==> src/rtl/wave_timer_pkg.sv <==
package wave_timer_pkg;

  // Field geometry of the control word; the read path and the
  // write decode both depend on these positions.
  localparam int WORD_W    = 32;
  localparam int CNT_W     = 16;
  localparam int MODE_W    = 3;
  localparam int MODE_LSB  = 16;
  localparam int DIAG_BIT  = 30;
  localparam int LEVEL_BIT = 31;

  // Mode encoding: only square-wave is active.
  localparam logic [MODE_W-1:0] MODE_IDLE   = 3'd0;
  localparam logic [MODE_W-1:0] MODE_SQUARE = 3'd7;

  // Strobes from control to datapath.
  typedef struct packed {
    logic restart;   // control word written this cycle
    logic run;       // square-wave mode selected
    logic fastTick;  // prescaler bypassed
  } ctl_strobe_t;

endpackage

==> src/rtl/wave_timer_ctrl.sv <==
module wave_timer_ctrl
  import wave_timer_pkg::*;
(
  input  logic              clk,
  input  logic              rstN,
  input  logic              wrEn,
  input  logic [CNT_W-1:0]  wrCount,
  input  logic [MODE_W-1:0] wrMode,
  input  logic              wrDiag,
  input  logic              outLevel,
  output ctl_strobe_t       strb,
  output logic [CNT_W-1:0]  periodCnt,
  output logic [WORD_W-1:0] rdData
);

  localparam int RSV_LO = MODE_LSB + MODE_W;
  localparam int RSV_W  = DIAG_BIT - RSV_LO;

  logic [CNT_W-1:0]  countReg;
  logic [MODE_W-1:0] modeReg;
  logic              diagReg;

  always_ff @(posedge clk) begin
    if (!rstN) begin
      countReg <= '0;
      modeReg  <= MODE_IDLE;
      diagReg  <= 1'b0;
    end else if (wrEn) begin
      countReg <= wrCount;
      modeReg  <= wrMode;
      diagReg  <= wrDiag;
    end
  end

  always_comb begin
    strb.restart  = wrEn;
    strb.run      = (modeReg == MODE_SQUARE);
    strb.fastTick = diagReg;
  end

  assign periodCnt = countReg;

  // Read word: live level, timebase bit, zero-filled reserved span, fields.
  assign rdData = {outLevel, diagReg, {RSV_W{1'b0}}, modeReg, countReg};

endmodule

==> src/rtl/wave_timer_dp.sv <==
module wave_timer_dp
  import wave_timer_pkg::*;
#(
  parameter int PRESCALE = 520
) (
  input  logic             clk,
  input  logic             rstN,
  input  ctl_strobe_t      strb,
  input  logic [CNT_W-1:0] periodCnt,
  input  logic             evtClr,
  output logic             outLevel,
  output logic             rtEvent
);

  localparam int PRE_W = (PRESCALE > 1) ? $clog2(PRESCALE) : 1;
  localparam logic [PRE_W-1:0] PRE_LAST = PRE_W'(PRESCALE - 1);

  logic [PRE_W-1:0] preCnt;
  logic [CNT_W-1:0] tickCnt;
  logic             tick;
  logic             sectionEnd;

  assign tick       = strb.run && (strb.fastTick || (preCnt == PRE_LAST));
  assign sectionEnd = tick && (tickCnt == periodCnt) && !strb.restart;

  // Prescaler: bus clocks into ticks.
  always_ff @(posedge clk) begin
    if (!rstN || strb.restart || !strb.run || tick) begin
      preCnt <= '0;
    end else begin
      preCnt <= preCnt + 1'b1;
    end
  end

  // Tick counter and output level.
  always_ff @(posedge clk) begin
    if (!rstN || strb.restart || !strb.run) begin
      tickCnt  <= '0;
      outLevel <= 1'b0;
    end else if (tick) begin
      if (tickCnt == periodCnt) begin
        tickCnt  <= '0;
        outLevel <= ~outLevel;
      end else begin
        tickCnt <= tickCnt + 1'b1;
      end
    end
  end

  // Event latch: set has priority over clear.
  always_ff @(posedge clk) begin
    if (!rstN) begin
      rtEvent <= 1'b0;
    end else if (sectionEnd) begin
      rtEvent <= 1'b1;
    end else if (evtClr) begin
      rtEvent <= 1'b0;
    end
  end

endmodule

==> src/rtl/wave_timer.sv <==
module wave_timer
  import wave_timer_pkg::*;
#(
  parameter int PRESCALE = 520
) (
  input  logic              clk,
  input  logic              rstN,
  input  logic              ctlWrEn,
  input  logic [WORD_W-1:0] ctlWrData,
  output logic [WORD_W-1:0] ctlRdData,
  input  logic              pinEnable,
  input  logic              pinDirOut,
  input  logic              evtClr,
  output logic              pinOut,
  output logic              pinOe,
  output logic              rtEvent
);

  ctl_strobe_t      strb;
  logic [CNT_W-1:0] periodCnt;
  logic             outLevel;

  wave_timer_ctrl u_ctrl (
    .clk       (clk),
    .rstN      (rstN),
    .wrEn      (ctlWrEn),
    .wrCount   (ctlWrData[CNT_W-1:0]),
    .wrMode    (ctlWrData[MODE_LSB+MODE_W-1:MODE_LSB]),
    .wrDiag    (ctlWrData[DIAG_BIT]),
    .outLevel  (outLevel),
    .strb      (strb),
    .periodCnt (periodCnt),
    .rdData    (ctlRdData)
  );

  wave_timer_dp #(.PRESCALE(PRESCALE)) u_dp (
    .clk       (clk),
    .rstN      (rstN),
    .strb      (strb),
    .periodCnt (periodCnt),
    .evtClr    (evtClr),
    .outLevel  (outLevel),
    .rtEvent   (rtEvent)
  );

  assign pinOe  = pinEnable & pinDirOut;
  assign pinOut = pinOe & outLevel;

endmodule

==> config.mk <==
export PLATFORM = sky130hd
export DESIGN_NAME = wave_timer
export DESIGN_NICKNAME = d
export VERILOG_FILES = /design/src/rtl/wave_timer_pkg.sv /design/src/rtl/wave_timer_ctrl.sv /design/src/rtl/wave_timer_dp.sv /design/src/rtl/wave_timer.sv
export SDC_FILE = /design/constraint.sdc
export NUM_CORES = 1
export LEC_CHECK = 0
export ABC_AREA = 1
export BUFFER_PORTS_ARGS = -buffer_cell sky130_fd_sc_hd__clkbuf_2
export CORE_ASPECT_RATIO = 0.5
export CORE_UTILIZATION = 55
export DETAILED_ROUTE_END_ITERATION = 8
export PLACE_DENSITY_LB_ADDON = 0.12
export SLEW_MARGIN = 0
export SYNTH_ARGS = -nofsm -noshare
export SYNTH_HDL_FRONTEND = slang
export SYNTH_SLANG_ARGS = --single-unit
==> constraint.sdc <==
create_clock -name clk -period 4.85 [get_ports clk]
set_input_delay 0.97 -clock clk [delete_from_list [all_inputs] [get_ports clk]]
set_output_delay 0.97 -clock clk [all_outputs]
set_load 0.02 [all_outputs]
==> out/results.tsv, run 1 <==
stage	metric	value	unit
outcome	result of the run	completed	
worst_setup_path	worst path arrival time	2.59	ns
place	routability cong.	0.8000	
place	Setup WS pre-CTS	2.165	ns
global_route	GRT Overall Usage	23.13	%
floorplanning	Initial Util	60.58	%
finish	P&R area growth vs syn	12.48	%
power_and_ir_drop	clock power share	33.1	%
worst_hold_path	hold wc startpoint	u_dp.preCnt[0]	
floorplanning	Cell Rows	16	
worst_setup_path	Max Fanout on Critical Path	37	
worst_setup_path	R2R Setup Slk	2.94	ns
worst_setup_path	CP top delay family	simple AND/OR/NAND/NOR gates	
place	IO Port Bufs	49	
power_and_ir_drop	internal power	550.7	uW
route	drt pass-1 iters	4	
floorplanning	die footprint	4809	sq um
worst_setup_path	critical path's slowest cell	inv_2	
route	via count	2391	
power_and_ir_drop	Max VDD drop	0.0001258	V
floorplanning	core area	4104	sq um
power_and_ir_drop	Sw Share	26.60	%
clock_network	H-tree Lvls	2	
worst_setup_path	crit-path cells	clkbuf_2, inv_2, nand2_1, nor3_2, buf_4, nand2_1, nor3b_1	
power_and_ir_drop	Comb pwr share	11.7	%
worst_hold_path	hold-critical path endpoint	u_dp.preCnt[0]	
worst_hold_path	hold-critical path depth	1	
synthesis	most frequent cells after synthesis	91 x nand2_1, 57 x nor2_1, 48 x dfxtp_1	
timing	clock skew	0.008443	ns
timing	actual slew at the worst max-slew pin	0.5493	ns
synthesis	leading area contributor after synthesis	dfxtp_1	
global_route	GR Overflow Total	0	
synthesis	synthesized area per cell	6.525	sq um
synthesis	synth unique cells	29	
worst_setup_path	Req. time, crit path	5.07	ns
clock_network	CTS Root Cell	clkbuf_8	
global_route	first-pass GRT wire length	9032	um
power_and_ir_drop	total power	750.3	uW
clock_network	CTS Buf Count	5	
synthesis	Seq/Total Area, Yosys	38.65	%
timing	period utilization	48.96	%
route	Routed Antenna Nets	0	
clock_network	Post-CTS Setup Inserts	0	
power_and_ir_drop	Lkg Pwr	1.243	nW
clock_network	CTS resizes	0	
worst_setup_path	crit path buf inv count	3	
finish	Storage cell area	960.9	sq um
power_and_ir_drop	Psw	199.6	uW
finish	layout cells sized above 1	19.16	%
synthesis	cell area after synthesis	2486	sq um
worst_setup_path	R2R depth	8	
floorplanning	Chip Width	97.08	um
worst_setup_path	Critical Path Most Common Cell	nand2_1	
timing	RSZ-0062 raised after global routing	no	
route	Detailed Route WL	5264	um
global_route	vias in the first global route	2131	
synthesis	Synth area leaders	dfxtp_1 39%, nand2_1 14%, nor2_1 8.6%	
worst_setup_path	type of destination of the critical path	flop	
worst_setup_path	delay of the slowest critical-path stage	0.42	ns
synthesis	#FFs+latches synth	48	
timing	final worst slack	2.475	ns
finish	n_diodes	0	
synthesis	most instantiated library cell after synthesis	nand2_1	
synthesis	fraction of registers with async set/reset	0	%
finish	Util after Layout	68.14	%
worst_setup_path	critical path type	input pin to flop	
finish	FILL cells	371	
place	HPWL Detailed	3894	um
synthesis	synth warn	0	
clock_network	CTS tree	built	
job	maxcap violations	0	
synthesis	number of synthesized flops with an enable pin	0	
timing	max_slew headroom	63.33	%
timing	crit path time final	2.375	ns
finish	Multi-input gate area	1226	sq um
route	Iter 0 DRT Violations	117	
clock_network	CTS clk-pin slew, worst paths	0.08	ns
timing	final setup fails	0	
timing	max-slew violation count	0	
floorplanning	die extent in y	49.54	um
timing	final hold viol count	0	
worst_hold_path	Hold Crit Class	flop to flop	
power_and_ir_drop	Reg power frac	55.1	%
route	vias per cell	4.961	
synthesis	Post-Synthesis Cells	381	
synthesis	post-synth top area share	38.65	%
power_and_ir_drop	PD cells	268.3	nW/um^2
floorplanning	I/O Pins	73	
finish	nets	467	
timing	setup TNS	0	ns
worst_setup_path	FF-to-FF Start	u_dp.preCnt[0]	
synthesis	Synth Flop Type	dfxtp_1	
clock_network	cts hold-fix bufs	0	
clock_network	# clock sinks	48	
global_route	largest net degree at the start of global routing	38	
worst_setup_path	RR Endpoint	u_dp.tickCnt[5]	
global_route	initial antenna violation count	0	
clock_network	clk_lat worst skew	0.30	ns
route	DR WL/cell	10.92	um
timing	Max Clk Rate	421.1	MHz
clock_network	deepest clock path buffer count	2	
route	Residual DRC	0	
worst_setup_path	CP Launch Type	input pin	
[through the flow]
stage	instance area, sq um	instances	hold slack (ns)
after global routing	2796	482	0.4716
after detailed placement	2706	474	0.4395
final	2796	482	0.4544
after CTS	2796	482	0.4576
after floorplan	2524	391	0.4176
after global placement	2706	474	0.4306
[layout make-up]
class / count / share of cell area, %
Tap cell: 54 / 2.416
Sequential cell: 48 / 34.36
Inverter: 53 / 7.114
Clock buffer: 8 / 3.221
Timing Repair Buffer: 50 / 9.038
Multi-Input combinational cell: 269 / 43.85
[metal layers]
layer	routed length, um	GRT usage, %	up-vias	part of all wire, %
met4	23	3.980	0	0.44
met5	0	0	-	0
met3	192	5.674	5	3.6
met2	2457	42.25	42	47
met1	2591	28.25	1076	49
li1	-	-	1268	-
[placed cells by master, fill, tap and decap left out, drive strengths merged, types with 7 or more instances in the layout]
cell type  instances
conb              11
nor2              59
nor3               7
clkbuf            57
nand3             34
inv               52
o21ai             24
dfxtp             48
nand2             95
a21oi             26
[cell families (layout without fill, tap and decap cells)]
group                      after synthesis  in the layout  synth area share (%)
DFF                                     48             48                 38.65
other                                    1             11                0.1508
adders and majority gates                2              2                 1.006
xor gates and xnor gates                 2              2                0.7047
and+or+nand+nor                        203            203                 35.13
buffers and inverters                   74            111                 13.54
AOI/OAI and AO/OA                       51             51                 10.82
[worst max-delay path by stage]
stage                   start  slack (ns)              to  cells past startpoint
floorplan           pinEnable        2.58          pinOut                      2
global placement      ctlWrEn        2.23  u_dp.preCnt[9]                      7
detailed placement    ctlWrEn        2.17  u_dp.preCnt[9]                      7
CTS                   ctlWrEn        2.47  u_dp.preCnt[3]                      7
global route          ctlWrEn        2.30  u_dp.preCnt[3]                      7
finish                ctlWrEn        2.48  u_dp.preCnt[3]                      7
[power by group through the flow]
stage | Sequential (mW) | Combinational (mW) | Clock (mW)
2_1_floorplan | 0.436 | 0.0529 | 0
3_3_place_gp | 0.422 | 0.0863 | 0
3_5_place_dp | 0.423 | 0.0878 | 0
4_1_cts | 0.414 | 0.0880 | 0.254
5_1_grt | 0.416 | 0.0986 | 0.269
6_report | 0.414 | 0.0880 | 0.249
[worst register-to-register path: cells and delay by family (launching register included)]
family                     cells  cell delay, ns
DFF                            1            0.36
and+or+nand+nor                6            0.93
adders and majority gates      1            0.20
AOI/OAI and AO/OA              1            0.32
[flip-flops by register name, indices dropped and copies added (netlist names)]
| signal | count |
|---|---|
| u_ctrl.diagReg | 1 |
| u_ctrl.modeReg | 3 |
| u_ctrl.periodCnt | 16 |
| u_dp.outLevel | 1 |
| u_dp.preCnt | 10 |
| u_dp.rtEvent | 1 |
| u_dp.tickCnt | 16 |
No activity file was read; power rests on OpenSTA's default activity.
==> inputs of run 2 (changes only) <==
--- a/config.mk
+++ b/config.mk
@@ -8,7 +8,7 @@
 export ABC_AREA = 1
 export BUFFER_PORTS_ARGS = -buffer_cell sky130_fd_sc_hd__clkbuf_2
 export CORE_ASPECT_RATIO = 0.5
-export CORE_UTILIZATION = 55
+export CORE_UTILIZATION = 51
 export DETAILED_ROUTE_END_ITERATION = 8
 export PLACE_DENSITY_LB_ADDON = 0.12
 export SLEW_MARGIN = 0
==> constraint.sdc (replaced) <==
create_clock -name clk -period 2.2 [get_ports clk]
set_input_delay 0.44 -clock clk [delete_from_list [all_inputs] [get_ports clk]]
set_output_delay 0.44 -clock clk [all_outputs]
set_load 0.02 [all_outputs]
==> out/results.tsv, run 2 (synthesized netlist as in run 1, its figures left out) <==
stage	metric	value	unit	change
outcome	result of the run	completed		
floorplanning	Chip Width	100.7	um	+3.8%
clock_network	Post-CTS Setup Inserts	0		unchanged
finish	Util after Layout	62.94	%	-5.2 points
clock_network	CTS Root Cell	clkbuf_8		
clock_network	clk_lat worst skew	0.31	ns	about the same
timing	RSZ-0062 raised after global routing	no		
timing	max-slew violation count	0		unchanged
timing	final hold viol count	0		unchanged
timing	clock skew	0.009517	ns	+0.001074 ns
route	drt pass-1 iters	5		+1
worst_setup_path	crit-path cells	ha_1, nand2_1, nor2_1, nand2_2, nand2_2, nand2_2, nand2_1, nor3_1		
floorplanning	Cell Rows	17		+1
worst_setup_path	delay of the slowest critical-path stage	0.36	ns	-0.06 ns
route	Detailed Route WL	5233	um	-0.59%
clock_network	# clock sinks	48		unchanged
place	Placed Area	2744	sq um	+1.4%
clock_network	CTS Buf Count	5		unchanged
timing	period utilization	78.75	%	
clock_network	CTS resizes	0		unchanged
finish	layout cells sized above 1	19.95	%	+0.79 points
timing	final setup fails	0		unchanged
worst_setup_path	worst path arrival time	1.91	ns	-0.68 ns
floorplanning	core area	4531	sq um	+10%
global_route	first-pass GRT wire length	8921	um	-1.2%
worst_setup_path	CP Launch Type	flop		
place	Cells after DPL	489		+3.2%
route	Iter 0 DRT Violations	81		-31%
route	DR WL/cell	10.53	um	-3.6%
timing	setup TNS	0	ns	unchanged
place	IO Port Bufs	49		unchanged
global_route	largest net degree at the start of global routing	37		-2.6%
timing	crit path time final	1.733	ns	
finish	P&R area growth vs syn	14.70	%	
place	HPWL Detailed	3927	um	+0.86%
floorplanning	Initial Util	54.87	%	-5.7 points
place	routability cong.	0.7997		about the same
global_route	GR Overflow Total	0		unchanged
worst_hold_path	Hold Crit Class	input pin to flop		
clock_network	CTS tree	built		
global_route	GRT Overall Usage	22.43	%	-0.70 points
worst_setup_path	Req. time, crit path	2.38	ns	-2.69 ns
clock_network	H-tree Lvls	2		unchanged
worst_setup_path	type of destination of the critical path	flop		
power_and_ir_drop	Max VDD drop	0.0003580	V	+180%
clock_network	CTS clk-pin slew, worst paths	0.08	ns	about the same
clock_network	deepest clock path buffer count	2		unchanged
finish	post-route cell area	2851	sq um	+2.0%
worst_setup_path	Critical Path Most Common Cell	nand2_2		
worst_setup_path	Max Fanout on Critical Path	11		-70%
global_route	vias in the first global route	2185		+2.5%
power_and_ir_drop	Lkg Pwr	1.268	nW	+2.0%
route	Routed Antenna Nets	0		unchanged
finish	most frequent cells in the layout	91 x nand2_1, 57 x nor2_1, 49 x clkbuf_2, 48 x dfxtp_1, 36 x inv_1		
timing	Max Clk Rate	577.2	MHz	
route	vias per cell	4.851		-2.2%
finish	n_diodes	0		unchanged
job	maxcap violations	0		unchanged
power_and_ir_drop	PD cells	611.9	nW/um^2	+130%
finish	final non-filler cell total	497		+3.1%
floorplanning	I/O Pins	73		unchanged
global_route	initial antenna violation count	0		unchanged
finish	nets	470		+0.64%
floorplanning	die footprint	5175	sq um	+7.6%
route	Residual DRC	0		unchanged
worst_setup_path	critical path type	flop to flop		
floorplanning	die extent in y	51.37	um	+3.7%
worst_setup_path	critical path's slowest cell	dfxtp_1		
finish	commonest non-fill, non-tap cell in the layout	nand2_1		
clock_network	cts hold-fix bufs	0		unchanged
route	via count	2411		+0.84%
==> run 2: cell count changes in the layout (fill, tap and decap cells not counted) <==
cell,delta
buf_4,+3
clkbuf_1,-1
clkbuf_8,-1
bufinv_16,+1
clkinv_2,+1
==> run 2: critical path: cells and delay by family (launching register included) <==
kind                       cells  cell delay [ns]
DFF                            1             0.36
adders and majority gates      1             0.20
and+or+nand+nor                7             1.06
==> run 2: final timing paths <==
| path | from | end | slack, ns | depth (start not counted) |
|---|---|---|---|---|
| worst max register to register | u_dp.preCnt[0] | u_dp.preCnt[9] | 0.47 | 8 |
| worst max-delay path | u_dp.preCnt[0] | u_dp.preCnt[9] | 0.47 | 8 |
| worst min register to register | u_dp.preCnt[0] | u_dp.preCnt[0] | 0.45 | 1 |
| worst min-delay path | ctlWrData[14] | u_ctrl.periodCnt[14] | 0.36 | 3 |
==> run 2: area by class of cell <==
class	instances	area [sq um]
fill	429	1679
multi-input combinational	269	1226
sequential	48	960.9
timing repair buffer	53	275.3
inverter	53	198.9
tap	66	82.58
clock buffer	6	72.57
clock inverter	2	35.03
==> run 2: metal layers <==
metal	track usage [%]	vias up	routed length (um)
li1	-	1278	-
met1	26.11	1070	2479
met2	40.07	52	2416
met3	5.472	11	253
met4	9.420	0	84
met5	0	-	0
==> run 2: power breakdown <==
part	switching [mW]	internal (mW)	total [mW]
combinational	0.132	0.0658	0.198
sequential	0.0187	0.894	0.912
clock	0.297	0.338	0.635
total	0.448	1.30	1.74
==> run 2: per-stage QoR <==
| step | hold WS, ns | power (mW) | setup WS [ns] |
|---|---|---|---|
| after floorplan | 0.4176 | 1.077 | 0.6308 |
| after global placement | 0.4304 | 1.126 | 0.5271 |
| after detailed placement | 0.4412 | 1.130 | 0.4842 |
| after CTS | 0.3543 | 1.761 | 0.4725 |
| after global routing | 0.3725 | 1.828 | 0.2639 |
| final | 0.3580 | 1.745 | 0.4674 |
==> inputs of run 3 (changes only) <==
--- a/config.mk
+++ b/config.mk
@@ -5,10 +5,10 @@
 export SDC_FILE = /design/constraint.sdc
 export NUM_CORES = 1
 export LEC_CHECK = 0
-export ABC_AREA = 1
+export ABC_AREA = 0
 export BUFFER_PORTS_ARGS = -buffer_cell sky130_fd_sc_hd__clkbuf_2
 export CORE_ASPECT_RATIO = 0.5
-export CORE_UTILIZATION = 51
+export CORE_UTILIZATION = 50
 export DETAILED_ROUTE_END_ITERATION = 8
 export PLACE_DENSITY_LB_ADDON = 0.12
 export SLEW_MARGIN = 0
==> constraint.sdc (replaced) <==
create_clock -name clk -period 1.79 [get_ports clk]
set_input_delay 0.358 -clock clk [delete_from_list [all_inputs] [get_ports clk]]
set_output_delay 0.358 -clock clk [all_outputs]
set_load 0.02 [all_outputs]
==> out/results.tsv, run 3 <==
stage	metric	value	unit	change
outcome	failing checks	DRC, setup timing		
place	Setup WS pre-CTS	-0.08404	ns	-0.5683 ns
synthesis	Post-Synthesis Cells	244		-36%
finish	most frequent cells in the layout	49 x clkbuf_2, 39 x dfxtp_1, 36 x buf_4, 23 x nor2_1		
synthesis	synth warn	0		unchanged
route	DR WL/cell	12.65	um	+20%
finish	final non-filler cell total	384		-23%
worst_setup_path	type of destination of the critical path	flop		
synthesis	post-synth top area share	41.78	%	+3.1 points
route	via count	1942		-19%
global_route	vias in the first global route	1789		-18%
floorplanning	core area	4144	sq um	-8.5%
power_and_ir_drop	Max VDD drop	0.0005068	V	+42%
clock_network	clk_lat worst skew	0.31	ns	about the same
clock_network	CTS Buf Count	5		unchanged
route	met2 WL post-DR	2264	um	-6.3%
worst_setup_path	worst path arrival time	2.05	ns	+0.14 ns
timing	max-slew violation count	0		unchanged
synthesis	synthesized area per cell	9.425	sq um	+44%
floorplanning	Chip Width	97.91	um	-2.8%
timing	clock skew	0.01033	ns	+0.0008126 ns
power_and_ir_drop	PD cells	683.5	nW/um^2	+12%
clock_network	CTS clk-pin slew, worst paths	0.10	ns	+0.02 ns
worst_hold_path	hold wc startpoint	ctlWrData[4]		
route	Residual DRC	3		+3
job	maxcap violations	0		unchanged
floorplanning	die footprint	4891	sq um	-5.5%
worst_setup_path	Worst path depth	5		-3
finish	n_diodes	0		unchanged
route	drt pass-1 iters	6		+1
clock_network	H-tree Lvls	2		unchanged
synthesis	#FFs+latches synth	48		unchanged
worst_setup_path	RR Endpoint	u_dp.tickCnt[15]		
worst_setup_path	CP Capture Point	u_dp.tickCnt[15]		
timing	final worst slack	-0.01473	ns	-0.4821 ns
worst_setup_path	delay of the slowest critical-path stage	0.46	ns	+0.10 ns
worst_setup_path	FF-to-FF Start	u_dp.preCnt[8]		
clock_network	deepest clock path buffer count	2		unchanged
timing	crit path time final	1.805	ns	+0.07213 ns
global_route	GR Overflow Total	0		unchanged
clock_network	CTS tree	built		
worst_setup_path	crit path buf inv count	0		unchanged
finish	P&R area growth vs syn	31.94	%	
floorplanning	die extent in y	49.96	um	-2.8%
worst_setup_path	critical path type	flop to flop		
worst_setup_path	Critical Path Source	u_dp.preCnt[8]		
route	Detailed Route WL	4859	um	-7.1%
route	Routed Antenna Nets	0		unchanged
floorplanning	Initial Util	55.50	%	+0.62 points
worst_hold_path	Hold Crit Class	input pin to flop		
worst_setup_path	CP top delay family	simple AND/OR/NAND/NOR gates		
power_and_ir_drop	Lkg Pwr	1.356	nW	+7.0%
synthesis	most instantiated library cell after synthesis	dfxtp_1		
global_route	first-pass GRT wire length	7990	um	-10%
worst_setup_path	crit-path cells	nor4b_4, a31oi_4, or4_4, or3_1, a21oi_2		
synthesis	Synth Flop Type	dfxtp_1		
finish	nets	369		-21%
worst_setup_path	R2R depth	5		-3
route	met1 WL	2355	um	-5.0%
floorplanning	Cell Rows	16		-1
route	Iter 0 DRT Violations	82		+1.2%
route	Top Layer Used	met4		
worst_setup_path	Max Fanout on Critical Path	4		-7
timing	RSZ-0062 raised after global routing	yes		
route	WL met3	196	um	-23%
synthesis	leading area contributor after synthesis	dfxtp_1		
synthesis	number of synthesized flops with an enable pin	0		unchanged
global_route	initial antenna violation count	0		unchanged
clock_network	CTS Root Cell	clkbuf_8		
worst_setup_path	CP Launch Type	flop		
global_route	largest net degree at the start of global routing	22		-41%
timing	final setup fails	2		+2
worst_setup_path	critical path's slowest cell	or4_4		
global_route	GRT Overall Usage	21.21	%	-1.2 points
clock_network	# clock sinks	48		unchanged
synthesis	cell area after synthesis	2300	sq um	-7.5%
synthesis	Seq/Total Area, Yosys	41.78	%	+3.1 points
finish	layout cells sized above 1	37.58	%	+18 points
route	vias per cell	5.057		+4.3%
place	IO Port Bufs	49		unchanged
outcome	result of the run	finished, violations left		
place	HPWL Detailed	3624	um	-7.7%
timing	final hold viol count	0		unchanged
synthesis	fraction of registers with async set/reset	0	%	unchanged
finish	commonest non-fill, non-tap cell in the layout	clkbuf_2		
floorplanning	I/O Pins	73		unchanged
worst_setup_path	R2R Setup Slk	-0.01	ns	-0.48 ns
place	Cells after DPL	375		-23%
place	routability cong.	0.8900		+11%
worst_setup_path	Req. time, crit path	2.03	ns	-0.35 ns
synthesis	most frequent cells after synthesis	48 x dfxtp_1, 25 x nor2_1, 20 x mux2i_1, 20 x nor2b_1, 19 x xor2_1		
synthesis	synth unique cells	35		+21%
timing	period utilization	100.8	%	+22 points
synthesis	Synth area leaders	dfxtp_1 42%, mux2i_1 8.7%, xor2_1 7.2%		
timing	Max Clk Rate	554.1	MHz	-4.0%
timing	Worst Hold Margin	0.3020	ns	-0.05603 ns
## run 3: cell types whose count changed after synthesis, moves of 20 or more
cell	previous run	this run
a21oi_1	26	4
nand2_1	91	10
nand3_1	33	10
nor2b_1	0	20
nor2_1	57	25
mux2i_1	0	20
inv_1	36	1
## run 3: final cells by class
type / instances / area, sq um
timing repair buffer: 89 / 560.5
sequential: 48 / 972.2
clock inverter: 2 / 17.52
fill: 322 / 1110
inverter: 1 / 3.754
multi-input combinational: 184 / 1330
tap: 54 / 67.56
clock buffer: 6 / 82.58
## run 3: cells by family after synthesis
| kind of cell | share of synthesized area (%) |
|---|---|
| AND/OR/NAND/NOR | 24.86 |
| flip-flops | 41.78 |
| XOR/XNOR | 13.33 |
| buffers and inverters | 5.712 |
| multiplexers | 8.705 |
| AO/OA/AOI/OAI | 4.352 |
| adder cells (fa/ha/maj) | 1.088 |
| other | 0.1631 |
## run 3: repair_timing
action | in CTS | in global routing
pin swaps | 4 | 4
setup endpoints to repair | 16 | 16
buffers inserted | 0 | 0
cloned | 0 | 1
gates resized for setup | 9 | 19
hold buffers | 0 | 0
## run 3: layer usage
metal	GRT usage, %	vias to the layer above
met5	0	-
met4	6.061	0
met3	6.383	7
met1	27.08	903
li1	-	989
met2	34.86	43
## run 3: worst min-delay path by stage
| stage | to | cells past startpoint |
|---|---|---|
| after floorplan | u_dp.preCnt[0] | 1 |
| after global placement | u_dp.rtEvent | 2 |
| after detailed placement | u_dp.rtEvent | 2 |
| after CTS | u_ctrl.periodCnt[4] | 3 |
| after global routing | u_ctrl.diagReg | 3 |
| final | u_ctrl.periodCnt[4] | 3 |
## run 3: report_power, final
part	total (mW)	internal (mW)	switching, mW
combinational	0.247	0.109	0.137
sequential	1.12	1.09	0.0231
clock	0.710	0.324	0.386
## run 3: per-stage QoR
step | util [%] | instance area [sq um] | power, mW | TNS [ns]
6_report | 73.22 | 3034 | 2.074 | -0.01711
5_1_grt | 73.22 | 3034 | 2.170 | -0.9816
4_1_cts | 71.44 | 2960 | 2.088 | -0.04700
3_5_place_dp | 68.33 | 2831 | 1.381 | -0.7067
3_3_place_gp | 68.33 | 2831 | 1.374 | -0.5791
2_1_floorplan | - | 2355 | 1.301 | -0.001781
## run 3: tightest hold or removal path: cells and delay by family
kind / cells / cell delay, ns
AND/OR/NAND/NOR: 1 / 0.09
buffers and inverters: 1 / 0.08
multiplexers: 1 / 0.05
